[src/rtl/ipc_pkg.sv]
package ipc_pkg;

    typedef enum logic [1:0] {
        SEL_SYNC = 2'd0,
        SEL_CTRL = 2'd1,
        SEL_PUSH = 2'd2,
        SEL_POP  = 2'd3
    } sel_t;

    typedef enum logic [1:0] {
        Q_EMPTY   = 2'd0,
        Q_PARTIAL = 2'd1,
        Q_FULL    = 2'd2
    } q_state_t;

    typedef enum logic [2:0] {
        ACC_IDLE,
        ACC_WR_SYNC,
        ACC_WR_CTRL,
        ACC_SEND,
        ACC_RD_SYNC,
        ACC_RD_CTRL,
        ACC_RECV,
        ACC_NONE
    } acc_t;

    localparam int REG_W      = 16;
    localparam int CB_SEMPTY  = 0;
    localparam int CB_SFULL   = 1;
    localparam int CB_SPARE0  = 2;
    localparam int CB_SPARE1  = 3;
    localparam int CB_REMPTY  = 8;
    localparam int CB_RFULL   = 9;
    localparam int CB_SPARE2  = 10;
    localparam int CB_ERR     = 14;
    localparam int CB_EN      = 15;
    localparam int SB_NIB_LO  = 8;
    localparam int SB_HI_LO   = 13;

endpackage

[src/rtl/ipc_queue_ctl.sv]
module ipc_queue_ctl
    import ipc_pkg::*;
#(
    parameter int W     = 32,
    parameter int DEPTH = 16
) (
    input  logic                         clk,
    input  logic                         rst_n,
    input  logic                         push,
    input  logic                         pop,
    input  logic [W-1:0]                 din,
    output logic [W-1:0]                 head,
    output logic [$clog2(DEPTH+1)-1:0]   occ,
    output logic                         empty,
    output logic                         full
);
    localparam int AW = (DEPTH > 1) ? $clog2(DEPTH) : 1;
    localparam int CW = $clog2(DEPTH+1);
    localparam logic [AW-1:0] LAST = AW'(DEPTH-1);

    q_state_t        st_q, st_d;
    logic [W-1:0]    mem [DEPTH];
    logic [AW-1:0]   wp_q, rp_q;
    logic [CW-1:0]   occ_q;
    logic            push_ok, pop_ok;

    assign push_ok = push && (st_q != Q_FULL);
    assign pop_ok  = pop  && (st_q != Q_EMPTY);

    // next state: FILL_FIRST, TOP_OFF, DRAIN_ONE, DRAIN_LAST
    always_comb begin
        st_d = st_q;
        unique case (st_q)
            Q_EMPTY: begin
                if (push_ok)
                    st_d = (DEPTH == 1) ? Q_FULL : Q_PARTIAL;
            end
            Q_PARTIAL: begin
                if (push_ok && !pop_ok && occ_q == CW'(DEPTH-1))
                    st_d = Q_FULL;
                else if (pop_ok && !push_ok && occ_q == CW'(1))
                    st_d = Q_EMPTY;
            end
            Q_FULL: begin
                if (pop_ok && !push_ok)
                    st_d = (DEPTH == 1) ? Q_EMPTY : Q_PARTIAL;
            end
            default: st_d = Q_EMPTY;
        endcase
    end

    always_ff @(posedge clk) begin
        if (!rst_n) st_q <= Q_EMPTY;
        else        st_q <= st_d;
    end

    always_comb begin
        empty = (st_q == Q_EMPTY);
        full  = (st_q == Q_FULL);
    end

    always_ff @(posedge clk) begin
        if (!rst_n) begin
            wp_q  <= '0;
            rp_q  <= '0;
            occ_q <= '0;
        end else begin
            if (push_ok) wp_q <= (wp_q == LAST) ? '0 : wp_q + AW'(1);
            if (pop_ok)  rp_q <= (rp_q == LAST) ? '0 : rp_q + AW'(1);
            occ_q <= occ_q + CW'(push_ok) - CW'(pop_ok);
        end
    end

    always_ff @(posedge clk) begin
        if (push_ok) mem[wp_q] <= din;
    end

    assign head = mem[rp_q];
    assign occ  = occ_q;

endmodule

[src/rtl/ipc_side_port.sv]
module ipc_side_port
    import ipc_pkg::*;
#(
    parameter int W = 32
) (
    input  logic          clk,
    input  logic          rst_n,
    input  logic          req,
    input  logic          we,
    input  logic [1:0]    sel,
    input  logic [W-1:0]  wdata,
    input  logic [3:0]    peer_nib,
    input  logic          tx_empty,
    input  logic          tx_full,
    input  logic          rx_empty,
    input  logic          rx_full,
    input  logic [W-1:0]  rx_head,
    output logic [W-1:0]  rdata,
    output logic          push,
    output logic          pop,
    output logic [3:0]    own_nib,
    output logic          en
);
    acc_t               acc;
    logic [1:0]         sync_hi_q;
    logic [3:0]         sync_nib_q;
    logic               en_q, err_q;
    logic [2:0]         spare_q;
    logic [W-1:0]       last_q, rdata_q;
    logic [REG_W-1:0]   sync_word, ctrl_word;
    logic               err_set;

    always_comb begin
        acc = ACC_IDLE;
        if (req) begin
            unique case (sel_t'(sel))
                SEL_SYNC: acc = we ? ACC_WR_SYNC : ACC_RD_SYNC;
                SEL_CTRL: acc = we ? ACC_WR_CTRL : ACC_RD_CTRL;
                SEL_PUSH: acc = we ? ACC_SEND    : ACC_NONE;
                SEL_POP:  acc = we ? ACC_NONE    : ACC_RECV;
                default:  acc = ACC_NONE;
            endcase
        end
    end

    assign push    = (acc == ACC_SEND) && en_q && !tx_full;
    assign pop     = (acc == ACC_RECV) && en_q && !rx_empty;
    assign err_set = ((acc == ACC_SEND) && en_q && tx_full) ||
                     ((acc == ACC_RECV) && rx_empty);

    always_comb begin
        sync_word = '0;
        sync_word[SB_HI_LO +: 2]  = sync_hi_q;
        sync_word[SB_NIB_LO +: 4] = sync_nib_q;
        sync_word[3:0]            = peer_nib;

        ctrl_word = '0;
        ctrl_word[CB_SEMPTY] = tx_empty;
        ctrl_word[CB_SFULL]  = tx_full;
        ctrl_word[CB_SPARE0] = spare_q[0];
        ctrl_word[CB_SPARE1] = spare_q[1];
        ctrl_word[CB_REMPTY] = rx_empty;
        ctrl_word[CB_RFULL]  = rx_full;
        ctrl_word[CB_SPARE2] = spare_q[2];
        ctrl_word[CB_ERR]    = err_q;
        ctrl_word[CB_EN]     = en_q;
    end

    always_ff @(posedge clk) begin
        if (!rst_n) begin
            sync_hi_q  <= '0;
            sync_nib_q <= '0;
            en_q       <= 1'b0;
            err_q      <= 1'b0;
            spare_q    <= '0;
            last_q     <= '0;
            rdata_q    <= '0;
        end else begin
            unique case (acc)
                ACC_WR_SYNC: begin
                    sync_hi_q  <= wdata[SB_HI_LO +: 2];
                    sync_nib_q <= wdata[SB_NIB_LO +: 4];
                end
                ACC_WR_CTRL: begin
                    en_q    <= wdata[CB_EN];
                    spare_q <= {wdata[CB_SPARE2], wdata[CB_SPARE1], wdata[CB_SPARE0]};
                    if (wdata[CB_ERR]) err_q <= 1'b0;
                end
                ACC_RD_SYNC: rdata_q <= W'(sync_word);
                ACC_RD_CTRL: rdata_q <= W'(ctrl_word);
                ACC_RECV: begin
                    if (rx_empty) begin
                        rdata_q <= last_q;
                    end else begin
                        rdata_q <= rx_head;
                        last_q  <= rx_head;
                    end
                end
                ACC_SEND, ACC_IDLE, ACC_NONE: ;
                default: ;
            endcase
            if (err_set) err_q <= 1'b1;
        end
    end

    assign rdata   = rdata_q;
    assign own_nib = sync_nib_q;
    assign en      = en_q;

endmodule

[src/rtl/ipc_mailbox.sv]
module ipc_mailbox
    import ipc_pkg::*;
#(
    parameter int W     = 32,
    parameter int DEPTH = 16
) (
    input  logic          clk,
    input  logic          rst_n,
    input  logic          a_req,
    input  logic          a_we,
    input  logic [1:0]    a_sel,
    input  logic [W-1:0]  a_wdata,
    output logic [W-1:0]  a_rdata,
    input  logic          b_req,
    input  logic          b_we,
    input  logic [1:0]    b_sel,
    input  logic [W-1:0]  b_wdata,
    output logic [W-1:0]  b_rdata
);
    localparam int CW = $clog2(DEPTH+1);

    logic          ab_push, ab_pop, ab_empty, ab_full;
    logic          ba_push, ba_pop, ba_empty, ba_full;
    logic [W-1:0]  ab_head, ba_head;
    logic [CW-1:0] ab_occ, ba_occ;
    logic [3:0]    a_nib, b_nib;
    logic          a_en, b_en;

    ipc_queue_ctl #(.W(W), .DEPTH(DEPTH)) u_q_ab (
        .clk(clk), .rst_n(rst_n), .push(ab_push), .pop(ab_pop), .din(a_wdata),
        .head(ab_head), .occ(ab_occ), .empty(ab_empty), .full(ab_full)
    );

    ipc_queue_ctl #(.W(W), .DEPTH(DEPTH)) u_q_ba (
        .clk(clk), .rst_n(rst_n), .push(ba_push), .pop(ba_pop), .din(b_wdata),
        .head(ba_head), .occ(ba_occ), .empty(ba_empty), .full(ba_full)
    );

    ipc_side_port #(.W(W)) u_port_a (
        .clk(clk), .rst_n(rst_n), .req(a_req), .we(a_we), .sel(a_sel), .wdata(a_wdata),
        .peer_nib(b_nib), .tx_empty(ab_empty), .tx_full(ab_full),
        .rx_empty(ba_empty), .rx_full(ba_full), .rx_head(ba_head),
        .rdata(a_rdata), .push(ab_push), .pop(ba_pop), .own_nib(a_nib), .en(a_en)
    );

    ipc_side_port #(.W(W)) u_port_b (
        .clk(clk), .rst_n(rst_n), .req(b_req), .we(b_we), .sel(b_sel), .wdata(b_wdata),
        .peer_nib(a_nib), .tx_empty(ba_empty), .tx_full(ba_full),
        .rx_empty(ab_empty), .rx_full(ab_full), .rx_head(ab_head),
        .rdata(b_rdata), .push(ba_push), .pop(ab_pop), .own_nib(b_nib), .en(b_en)
    );

endmodule

[config.mk]
export PLATFORM = sky130hd
export DESIGN_NAME = ipc_mailbox
export DESIGN_NICKNAME = d
export VERILOG_FILES = /design/src/rtl/ipc_pkg.sv /design/src/rtl/ipc_queue_ctl.sv /design/src/rtl/ipc_side_port.sv /design/src/rtl/ipc_mailbox.sv
export SDC_FILE = /design/constraint.sdc
export NUM_CORES = 1
export LEC_CHECK = 0
export ABC_AREA = 1
export BUFFER_PORTS_ARGS = -buffer_cell sky130_fd_sc_hd__buf_2
export CORE_MARGIN = 2
export CORE_UTILIZATION = 50
export CTS_BUF_LIST = sky130_fd_sc_hd__clkbuf_4
export DETAILED_ROUTE_END_ITERATION = 7
export PLACE_DENSITY_LB_ADDON = 0.08
export SETUP_SLACK_MARGIN = 0.02
export SLEW_MARGIN = 20
export SYNTH_ARGS = -nofsm -noshare
export SYNTH_HDL_FRONTEND = slang
export SYNTH_SLANG_ARGS = --single-unit
[constraint.sdc]
create_clock -name clk -period 4.5 [get_ports clk]
set_clock_uncertainty 0.15 [all_clocks]
set_input_delay 0.9 -clock clk [delete_from_list [all_inputs] [get_ports clk]]
set_output_delay 0.9 -clock clk [all_outputs]
set_load 0.03 [all_outputs]
* Word-level counts from Yosys, hierarchy flattened
Memory sizes are Yosys's and may differ from the RTL's. A register that Yosys moved wholly into a read port is not among the register bits.
Index checks and enable logic that the tools add are counted.
** Word-level totals
- Memories :: 2
- Memory bits (writable) :: 1024
- Register bits :: 180
** Memory list
- u_q_ab.mem :: depth 16, bits a word 32, read ports 1, clocked after memory_dff 1, wr ports 1, line ipc_queue_ctl.sv:22 : logic [W-1:0] mem [DEPTH];
- u_q_ba.mem :: depth 16, bits a word 32, read ports 1, clocked after memory_dff 1, wr ports 1, line ipc_queue_ctl.sv:22
** Cells by class
- Reduce and logical (&&, ||, !) cells :: 50
- Multiplexer cells :: 44
- Eq/ne operators :: 38
- Add/sub/neg operators :: 8
** Operator list (count)
- case mux 32 bit (3 select lines) :: 2
- 2-to-1 mux 32 bit :: 2
- 2-to-1 mux 4 bit :: 8
- logical AND 1 bit :: 24
- 2-to-1 mux 3 bit :: 8
- case mux 3 bit (4 select lines) :: 2
- equality test 3 bit, second input constant :: 6
- adder 4 x 1 -> 4 bit, second input constant :: 4
- equality test 4 bit, second input constant :: 4
- 2-to-1 mux 2 bit :: 8
- equality test 2 bit, second input constant :: 6
- equality test 3 x 2 -> 1 bit, second input constant :: 4
- 2-to-1 mux 1 bit :: 12
- != test 2 bit, second input constant :: 6
- case mux 2 bit (3 select lines) :: 2
- nonzero test 2 bit :: 6
- adder 5 x 1 -> 5 bit :: 2
- equality test 5 x 1 -> 1 bit, second input constant :: 2
- equality test 5 x 4 -> 1 bit, second input constant :: 2
- subtractor 5 x 1 -> 5 bit :: 2
- equality test 2 x 1 -> 1 bit, second input constant :: 4
- zero test 1 bit :: 8
- zero test 2 bit :: 4
- equality test 3 x 1 -> 1 bit, second input constant :: 2
- other kinds (5) :: 10

* Logic depth before layout (Yosys ltp)
Gate-level depths: netlist of the first run.
- Depth after elaboration :: 13
- Mapped depth :: 13
- Gate-level depth less buffers :: 13

* Hierarchy
Synthesis of the first run repeated with hierarchy kept, for this count alone.
** Unflattened totals
- Cells, all modules :: 4600
- Area, all modules :: 49617.6 sq um
** By module, submodules not included
- ipc_queue_ctl at u_q_ba :: sequential area each 15755.1 sq um, instances 1, cells an instance 1822, area each 21677.0 sq um
- ipc_queue_ctl at u_q_ab :: sequential area each 15755.1 sq um, instances 1, cells an instance 1822, area each 21561.9 sq um
- ipc_side_port :: sequential area each 1501.4 sq um, instances 2, cells an instance 478, area each 3189.3 sq um

* Worst setup path before layout of the first run
OpenSTA, ideal clock, no wires.
- Path kind :: input-to-reg
- From :: in a_req
- To :: mem u_q_ab.mem[7][0], enable pin
- Setup time :: 0.461 ns
- Data required time :: 3.889 ns
- Cell stages on the path :: 7
- Path slack :: 0.009 ns
- Arrival time :: 3.880 ns
- Cells stage by stage :: clkbuf_2 nand4_1 nor2_1 nand2_1 inv_2 nand2_1 nor3_1
** Between the ends
- Cells in the longest elaborated chain, start to end :: 7
** Ends and longest elaborated chain
- start, declared :: line ipc_mailbox.sv:9 : input logic a_req,
- 2-to-1 mux 3 bit :: line ipc_side_port.sv:35 : if (req) begin
- equality test 3 x 2 -> 1 bit :: line ipc_side_port.sv:46 : assign push = (acc == ACC_SEND) && en_q && !tx_full;
- logical AND 1 bit (2 in series) :: line ipc_side_port.sv:46
- logical AND 1 bit :: line ipc_queue_ctl.sv:27 : assign push_ok = push && (st_q != Q_FULL);
- named net u_q_ab.push_ok :: line ipc_queue_ctl.sv:25 : logic push_ok, pop_ok;
- 2-to-1 mux 1 bit :: line ipc_queue_ctl.sv:75 : if (push_ok) mem[wp_q] <= din;
- 2-to-1 mux 1 bit (not written as such) :: line ipc_queue_ctl.sv:75
- end, declared :: line ipc_queue_ctl.sv:22
The timed path passes the listed nets, and every way through them passes these cells.

==> impl_metrics.ini, run 1 <==
[yosys]
ys_seq_area_share_pct = 67.95
synthMuxAreaShare_pct = 0
synthFlopType = edfxtp_1
synth_most_common_cell = nand2_1
ys_async_sr_fraction_pct = 0
yosys.area.top_type = edfxtp_1
synth_compound_area_share_pct = 2.673
synth-edff-count = 1024
yosysTopAreaCellShare_pct = 60.54
syn-num-nets = 5182
synth_top_cells_by_area = edfxtp_1, nand2_1, dfxtp_1, nand3_1, inv_1
netlist_area_um2 = 50790
synth.avg_cell_area_um2 = 9.993
synth_top_family_by_area = simple AND/OR/NAND/NOR gates
synth_xor_area_share_pct = 0.03449
synth_fa_ha_area_share_pct = 0.6454
synth.top_cells.by_count = nand2_1, edfxtp_1, nand3_1
yosysWarnings = 0
yosys.area_share.simple_pct = 22.05
synthCells = 5083
synth-seq-cells = 1212
synth_cell_types = 34

[routing]
avgRoutedWirePerCell_um = 19.38
via_per_inst = 5.192
top_layer = met5
via_count = 36460
wirelength_um = 136100
drtIter0Drc = 3808
route.met2.wl_um = 58500
met1_length_um = 62900
drc_errors = 0
firstDrtPassIters = 6
dr_wl_met3_um = 12590
detail-route-antenna-nets = 0

[floorplan]
start_util_pct = 50.57
die_w_um = 322.7
die_area_um2 = 104200
die_y_um = 322.7
io-pin-count = 138
core_area_um2 = 100400
rows = 116

[final_layout]
fin_area_um2 = 58020
nets = 5536
drive_gt1_share_pct = 14.30
nFillCells = 8755
layout-area-overhead-vs-synth_pct = 14.23
fin_util_pct = 57.77

[outcome]
status = finished, final reports clean

[global_routing]
grt_pass1_vias = 34920
grt-ovfl-total = 0
antenna_found_initial = 8
grt_first_pass_wirelength_um = 206700
grt_max_degree = 143
grt_util_all_layers_pct = 26.34

[clocking]
cts_root_buf = clkbuf_4
cts_tree = done
cts_buffers = 335
cts_resized = 0
cts.clk_slew.worst_paths_ps = 60
htree_levels = 5
cts.sinks = 1212
clk_latency_ps = 1160
clock_path_buffers = 4
cts_setup_buffers = 0
cts_hold_buf = 64

[timing]
fin_crit_sh_pct = 67.07
finalCriticalPeriod_ps = 3018
final_max_slew_viol_count = 0
tns_ps = 0
hold_viol = 0
rsz0062_at_grt = false
maxSlewHeadroom_pct = 28.58
worst_pin_slew_ps = 1065
finalSetupViolCount = 0
max_freq_mhz = 331.4

[setup_path]
cp-start-kind = register
worst_setup_path_end_kind = register
critPathArrivalTime_ps = 3820
worst-path-max-fanout = 109
crit_type = reg -> reg
cp.required_ps = 5310
slowest_delay_ps = 710
cp_cell_sequence = inv_8 -> buf_4 -> nand2_1 -> nand2_1 -> nand2_1 -> nand3_1 -> nand3_1 -> nand3_1 -> nand2_1 -> a21oi_1
slowest_stage = dfxtp_4
crit_path_frequent_cell = nand2_1

[min_path]
hold_class = in -> reg

[place]
portBuffers = 137
place_congestion = 0.8254
hpwl_um = 77110
dpl_cell_area_um2 = 53210

[power]
irDropWorstVdd_v = 0.0002208
leakage_uw = 0.02361
powerDensity_nw_per_um2 = 386.0

[run]
cap_violations = 0
## state kept, by name (all words and copies together) (netlist names), 5 cells and up, named ones only
signal,count
u_port_a.last_q,32
u_port_a.rdata,32
u_port_b.last_q,32
u_port_b.rdata,32
u_q_ab.mem,512
u_q_ab.occ,5
u_q_ba.mem,512
u_q_ba.occ,5
## critical path, delay by kind of cell, from the launching register on
kind	cells	cell delay, ps
buffers and inverters	2	700
DFF	1	710
and+or+nand+nor	7	1110
AOI/OAI and AO/OA	1	90
## per-layer routing
layer | vias up | global-route usage (%)
met5 | - | 0
li1 | 17570 | -
met1 | 17270 | 39.22
met2 | 1445 | 38.34
met3 | 167 | 6.718
met4 | 4 | 7.121
## path summary, 6_finish.rpt
path,endpoint,cells past startpoint,start,slack (ps)
max reg2reg,u_port_a.last_q[0]$_SDFFE_PN0N_,10,register,1480
max,u_port_a.last_q[0]$_SDFFE_PN0N_,10,register,1480
min,u_q_ba.mem[3][10]$_DFFE_PP_,1,b_wdata[10],140
min reg2reg,u_port_a.spare_q[2]$_SDFFE_PN0P_,2,u_port_a.spare_q[2]$_SDFFE_PN0P_,310
## final cells by class
| cell class | instances | area, um^2 | share of cell area (%) |
|---|---|---|---|
| Timing Repair Buffer | 285 | 2207 | 3.804 |
| Inverter | 597 | 2263 | 3.901 |
| Clock buffer | 516 | 3874 | 6.676 |
| Clock inverter | 47 | 291.5 | 0.5024 |
| Antenna cell | 2 | 5.005 | 0.008625 |
| Sequential cell | 1212 | 34530 | 59.51 |
| Multi-Input combinational cell | 3006 | 13150 | 22.67 |
| Tap cell | 1357 | 1698 | 2.926 |
## cell usage in the layout, fill, tap and decap left out, types with 3 or more instances in the layout
| master | n |
|---|---|
| nor2_1 | 187 |
| ha_1 | 23 |
| inv_2 | 14 |
| dfxtp_2 | 4 |
| nor3_4 | 3 |
| buf_4 | 64 |
| a211oi_1 | 8 |
| clkinv_1 | 35 |
| buf_2 | 137 |
| o22ai_1 | 7 |
| a21oi_1 | 173 |
| inv_4 | 3 |
| clkbuf_4 | 516 |
| dfxtp_4 | 4 |
| nand4_1 | 7 |
| inv_1 | 583 |
| edfxtp_1 | 1024 |
| o21ai_0 | 65 |
| nor2_4 | 30 |
| bufinv_16 | 4 |
| dlygate4sd3_1 | 64 |
| nand3_1 | 724 |
| buf_12 | 20 |
| dfxtp_1 | 180 |
| nand2_1 | 1749 |
| nor3_1 | 8 |
## through the flow
stage | power (uW) | hold WS, ps | worst slack [ps] | instances
after global routing | 23290 | 59.84 | 1243 | 7021
after global placement | 12800 | 297.9 | 946.6 | 6393
final | 22400 | 139.5 | 1482 | 7022
after floorplan | 12560 | 279.7 | 130.8 | 5083
after CTS | 22650 | 3.204 | 1453 | 7020
after detailed placement | 12810 | 298.7 | 912.0 | 6393
## logic make-up (layout without fill, tap and decap cells)
group	count (synthesis)	in the layout
flops	1212	1212
simple gates	2717	2717
other cells	0	2
fa+ha+maj	25	25
xor+xnor	2	2
buf+inv	865	1445
compound gates	262	262
## power by group
part | internal (uW) | switching, uW | total [uW]
Sequential | 12200 | 13.3 | 12200
Clock | 5390 | 4400 | 9790
Combinational | 101 | 323 | 424
No activity file was read; power rests on OpenSTA's default activity.
==> run 2, diff against run 1 <==
ABC_AREA = 0   (was 1)
clock period = 2.9 ns   (was 4.5 ns; I/O delays follow)
==> run 2 against run 1 <==
Compared with the run above: area after synthesis is 7.3% lower; cell count fell by 36%; combinational power grew 62%; die area down 7.3%; critical endpoint is now u_q_ba.occ[4]$_SDFF_PN0_.
==> impl_metrics.ini, run 2 <==
[yosys]
yosys.area.top_type = edfxtp_1
synth_most_common_cell = edfxtp_1
ys_async_sr_fraction_pct = 0
ys_seq_area_share_pct = 73.33
yosysTopAreaCellShare_pct = 65.33
yosysWarnings = 0
netlist_area_um2 = 47070
syn-num-nets = 2539
synth_top_cells_by_area = edfxtp_1, mux4_2, dfxtp_1, mux2i_1, nor3_1
synth.avg_cell_area_um2 = 19.29
synthFlopType = edfxtp_1
synth_cell_types = 60
synthCells = 2440
synth-seq-cells = 1212
synth-edff-count = 1024
synth.top_cells.by_count = edfxtp_1, mux4_2, dfxtp_1

[setup_path]
crit_type = in -> reg
worst-path-max-fanout = 5
reg2reg_depth = 7
cp-start-kind = primary input
reg2reg_from = u_q_ab.st_q[1]$_SDFFE_PN0P_
ff2ff_setup_slack_ps = 210
critPathArrivalTime_ps = 3660
worst_setup_path_end_kind = register
cp.required_ps = 3770
reg2reg_to = u_q_ab.mem[11][10]$_DFFE_PP_

[floorplan]
die_w_um = 310.8
rows = 112
die_area_um2 = 96600
io-pin-count = 138
start_util_pct = 50.43
die_y_um = 310.8
core_area_um2 = 93330

[final_layout]
multiInputGateArea_um2 = 11870
fin_area_um2 = 55560
nFillCells = 7139
layout_commonest_cell = edfxtp_1
layout-area-overhead-vs-synth_pct = 18.05
most-common-layout-cells = edfxtp_1, clkbuf_4, mux4_2, dfxtp_1, mux2i_1
regArea_um2 = 34530
drive_gt1_share_pct = 35.19
largestRegisters = u_q_ab.mem: 512 flops, u_q_ba.mem: 512 flops
nets = 3093

[timing]
hold_viol = 0
maxSlewHeadroom_pct = 30.56
tns_ps = 0
fin_crit_sh_pct = 96.39
worst_pin_slew_ps = 1042
finalCriticalPeriod_ps = 2795
rsz0062_at_grt = false
final_max_slew_viol_count = 0
finalSetupViolCount = 0
max_freq_mhz = 357.7

[clocking]
cts.sinks = 1212
clock_path_buffers = 4
cts_root_buf = clkbuf_4
cts_tree = done
cts_buffers = 325
clk_latency_ps = 1200
cts_setup_buffers = 0
cts.clk_slew.worst_paths_ps = 60
htree_levels = 5

[routing]
drc_errors = 0
detail-route-antenna-nets = 0
via_per_inst = 5.861
firstDrtPassIters = 5
wirelength_um = 115900
avgRoutedWirePerCell_um = 25.89
via_count = 26250
drtIter0Drc = 2367

[min_path]
holdPathEnd = u_q_ab.mem[15][6]$_DFFE_PP_
hold_class = in -> reg
hold-path-cell-count = 2
hp-start = a_wdata[6]

[power]
powerDensity_nw_per_um2 = 610.2
clkPwrFrac_pct = 42.2
leakage_uw = 0.01849
p_sw_share_pct = 21.14
irDropWorstVdd_v = 0.0004335
comb_power_share_pct = 2.0
p_sw_uw = 7168
p_seq_share_pct = 55.7
internal-power_uw = 26740

[global_routing]
grt_max_degree = 59
grt-ovfl-total = 0
grt_pass1_vias = 27640
grt_first_pass_wirelength_um = 173400
antenna_found_initial = 3
grt_util_all_layers_pct = 24.22

[outcome]
status = finished, final reports clean

[place]
hpwl_um = 70240
place_congestion = 0.8279
dpl_cell_area_um2 = 50830
portBuffers = 137

[run]
cap_violations = 0
-- run 2: through the flow --
step / hold WS [ps] / std cells / total power [uW] / setup WS (ps) / utilization, %
2_1_floorplan: 286.7 / 2440 / 19480 / -375.7 / -
3_3_place_gp: 305.7 / 3843 / 19860 / -94.06 / 54.47
3_5_place_dp: 314.0 / 3843 / 19880 / -65.94 / 54.47
4_1_cts: 40.91 / 4469 / 34360 / 128.1 / 59.50
5_1_grt: 92.99 / 4479 / 35270 / 88.30 / 59.53
6_report: 171.4 / 4479 / 33900 / 104.7 / 59.53
-- run 2: per-layer routing --
metal | track usage [%] | routed length [um] | vias to the layer above | part of all wire (%)
li1 | - | - | 11410 | -
met1 | 34.28 | 50770 | 13670 | 44
met2 | 37.08 | 54760 | 957 | 47
met3 | 5.605 | 7509 | 218 | 6.5
met4 | 8.882 | 2917 | 0 | 2.5
met5 | 0 | 0 | - | 0
-- run 2: layout make-up --
type / count / share of cell area (%)
inverter: 29 / 0.1959
antenna: 11 / 0.04955
sequential: 1212 / 62.16
clock buffer: 477 / 6.445
tap: 1254 / 2.824
timing repair buffer: 381 / 6.373
multi-input combinational: 1045 / 21.36
clock inverter: 70 / 0.5945
-- run 2: kinds of logic after synthesis --
group	after synthesis	synth area share [%]
AND/OR/NAND/NOR	297	3.310
flip-flops	1212	73.33
buffers and inverters	183	1.882
multiplexers	408	15.49
XOR/XNOR	10	0.1861
AO/OA/AOI/OAI	305	5.104
adder cells (fa/ha/maj)	25	0.6965
-- run 2: power groups by stage --
stage / combinational [uW] / clock [uW] / sequential, uW
CTS: 688 / 14800 / 18900
detailed placement: 604 / 0 / 19300
floorplan: 163 / 0 / 19300
global placement: 581 / 0 / 19300
finish: 687 / 14300 / 18900
global route: 744 / 15600 / 18900
-- run 2: worst max-delay path, stage by stage --
cell	delay, ps
dlygate4sd3_1	530
buf_2	150
and4b_1	230
dlygate4sd3_1	580
nand3_1	110
or2_4	260
nand2_1	70
ha_1	160
inv_1	60
fa_1	400
nand2b_1	170
a21oi_2	160
o21ai_0	80
nor3b_1	140
-- run 2: what timing repair did --
item | CTS | global route
endpoints found under the setup margin | 0 | 2
hold buffers | 79 | 0
hold endpoints to repair | 1150 | 0
resized for setup | 0 | 2
-- run 2: worst max path at each step --
stage | slack (ps) | end | from | depth (start not counted)
6_report | 100 | u_q_ba.occ[4]$_SDFF_PN0_ | a_we | 14
5_1_grt | 90 | u_q_ba.occ[4]$_SDFF_PN0_ | a_we | 14
4_1_cts | 130 | b_rdata[28] | u_port_b.rdata[28]$_SDFFE_PN0P_ | 1
3_5_place_dp | -70 | u_q_ab.mem[11][24]$_DFFE_PP_ | a_sel[0] | 7
3_3_place_gp | -90 | u_q_ab.occ[4]$_SDFF_PN0_ | b_we | 13
2_1_floorplan | -380 | u_q_ba.mem[13][0]$_DFFE_PP_ | b_sel[0] | 5
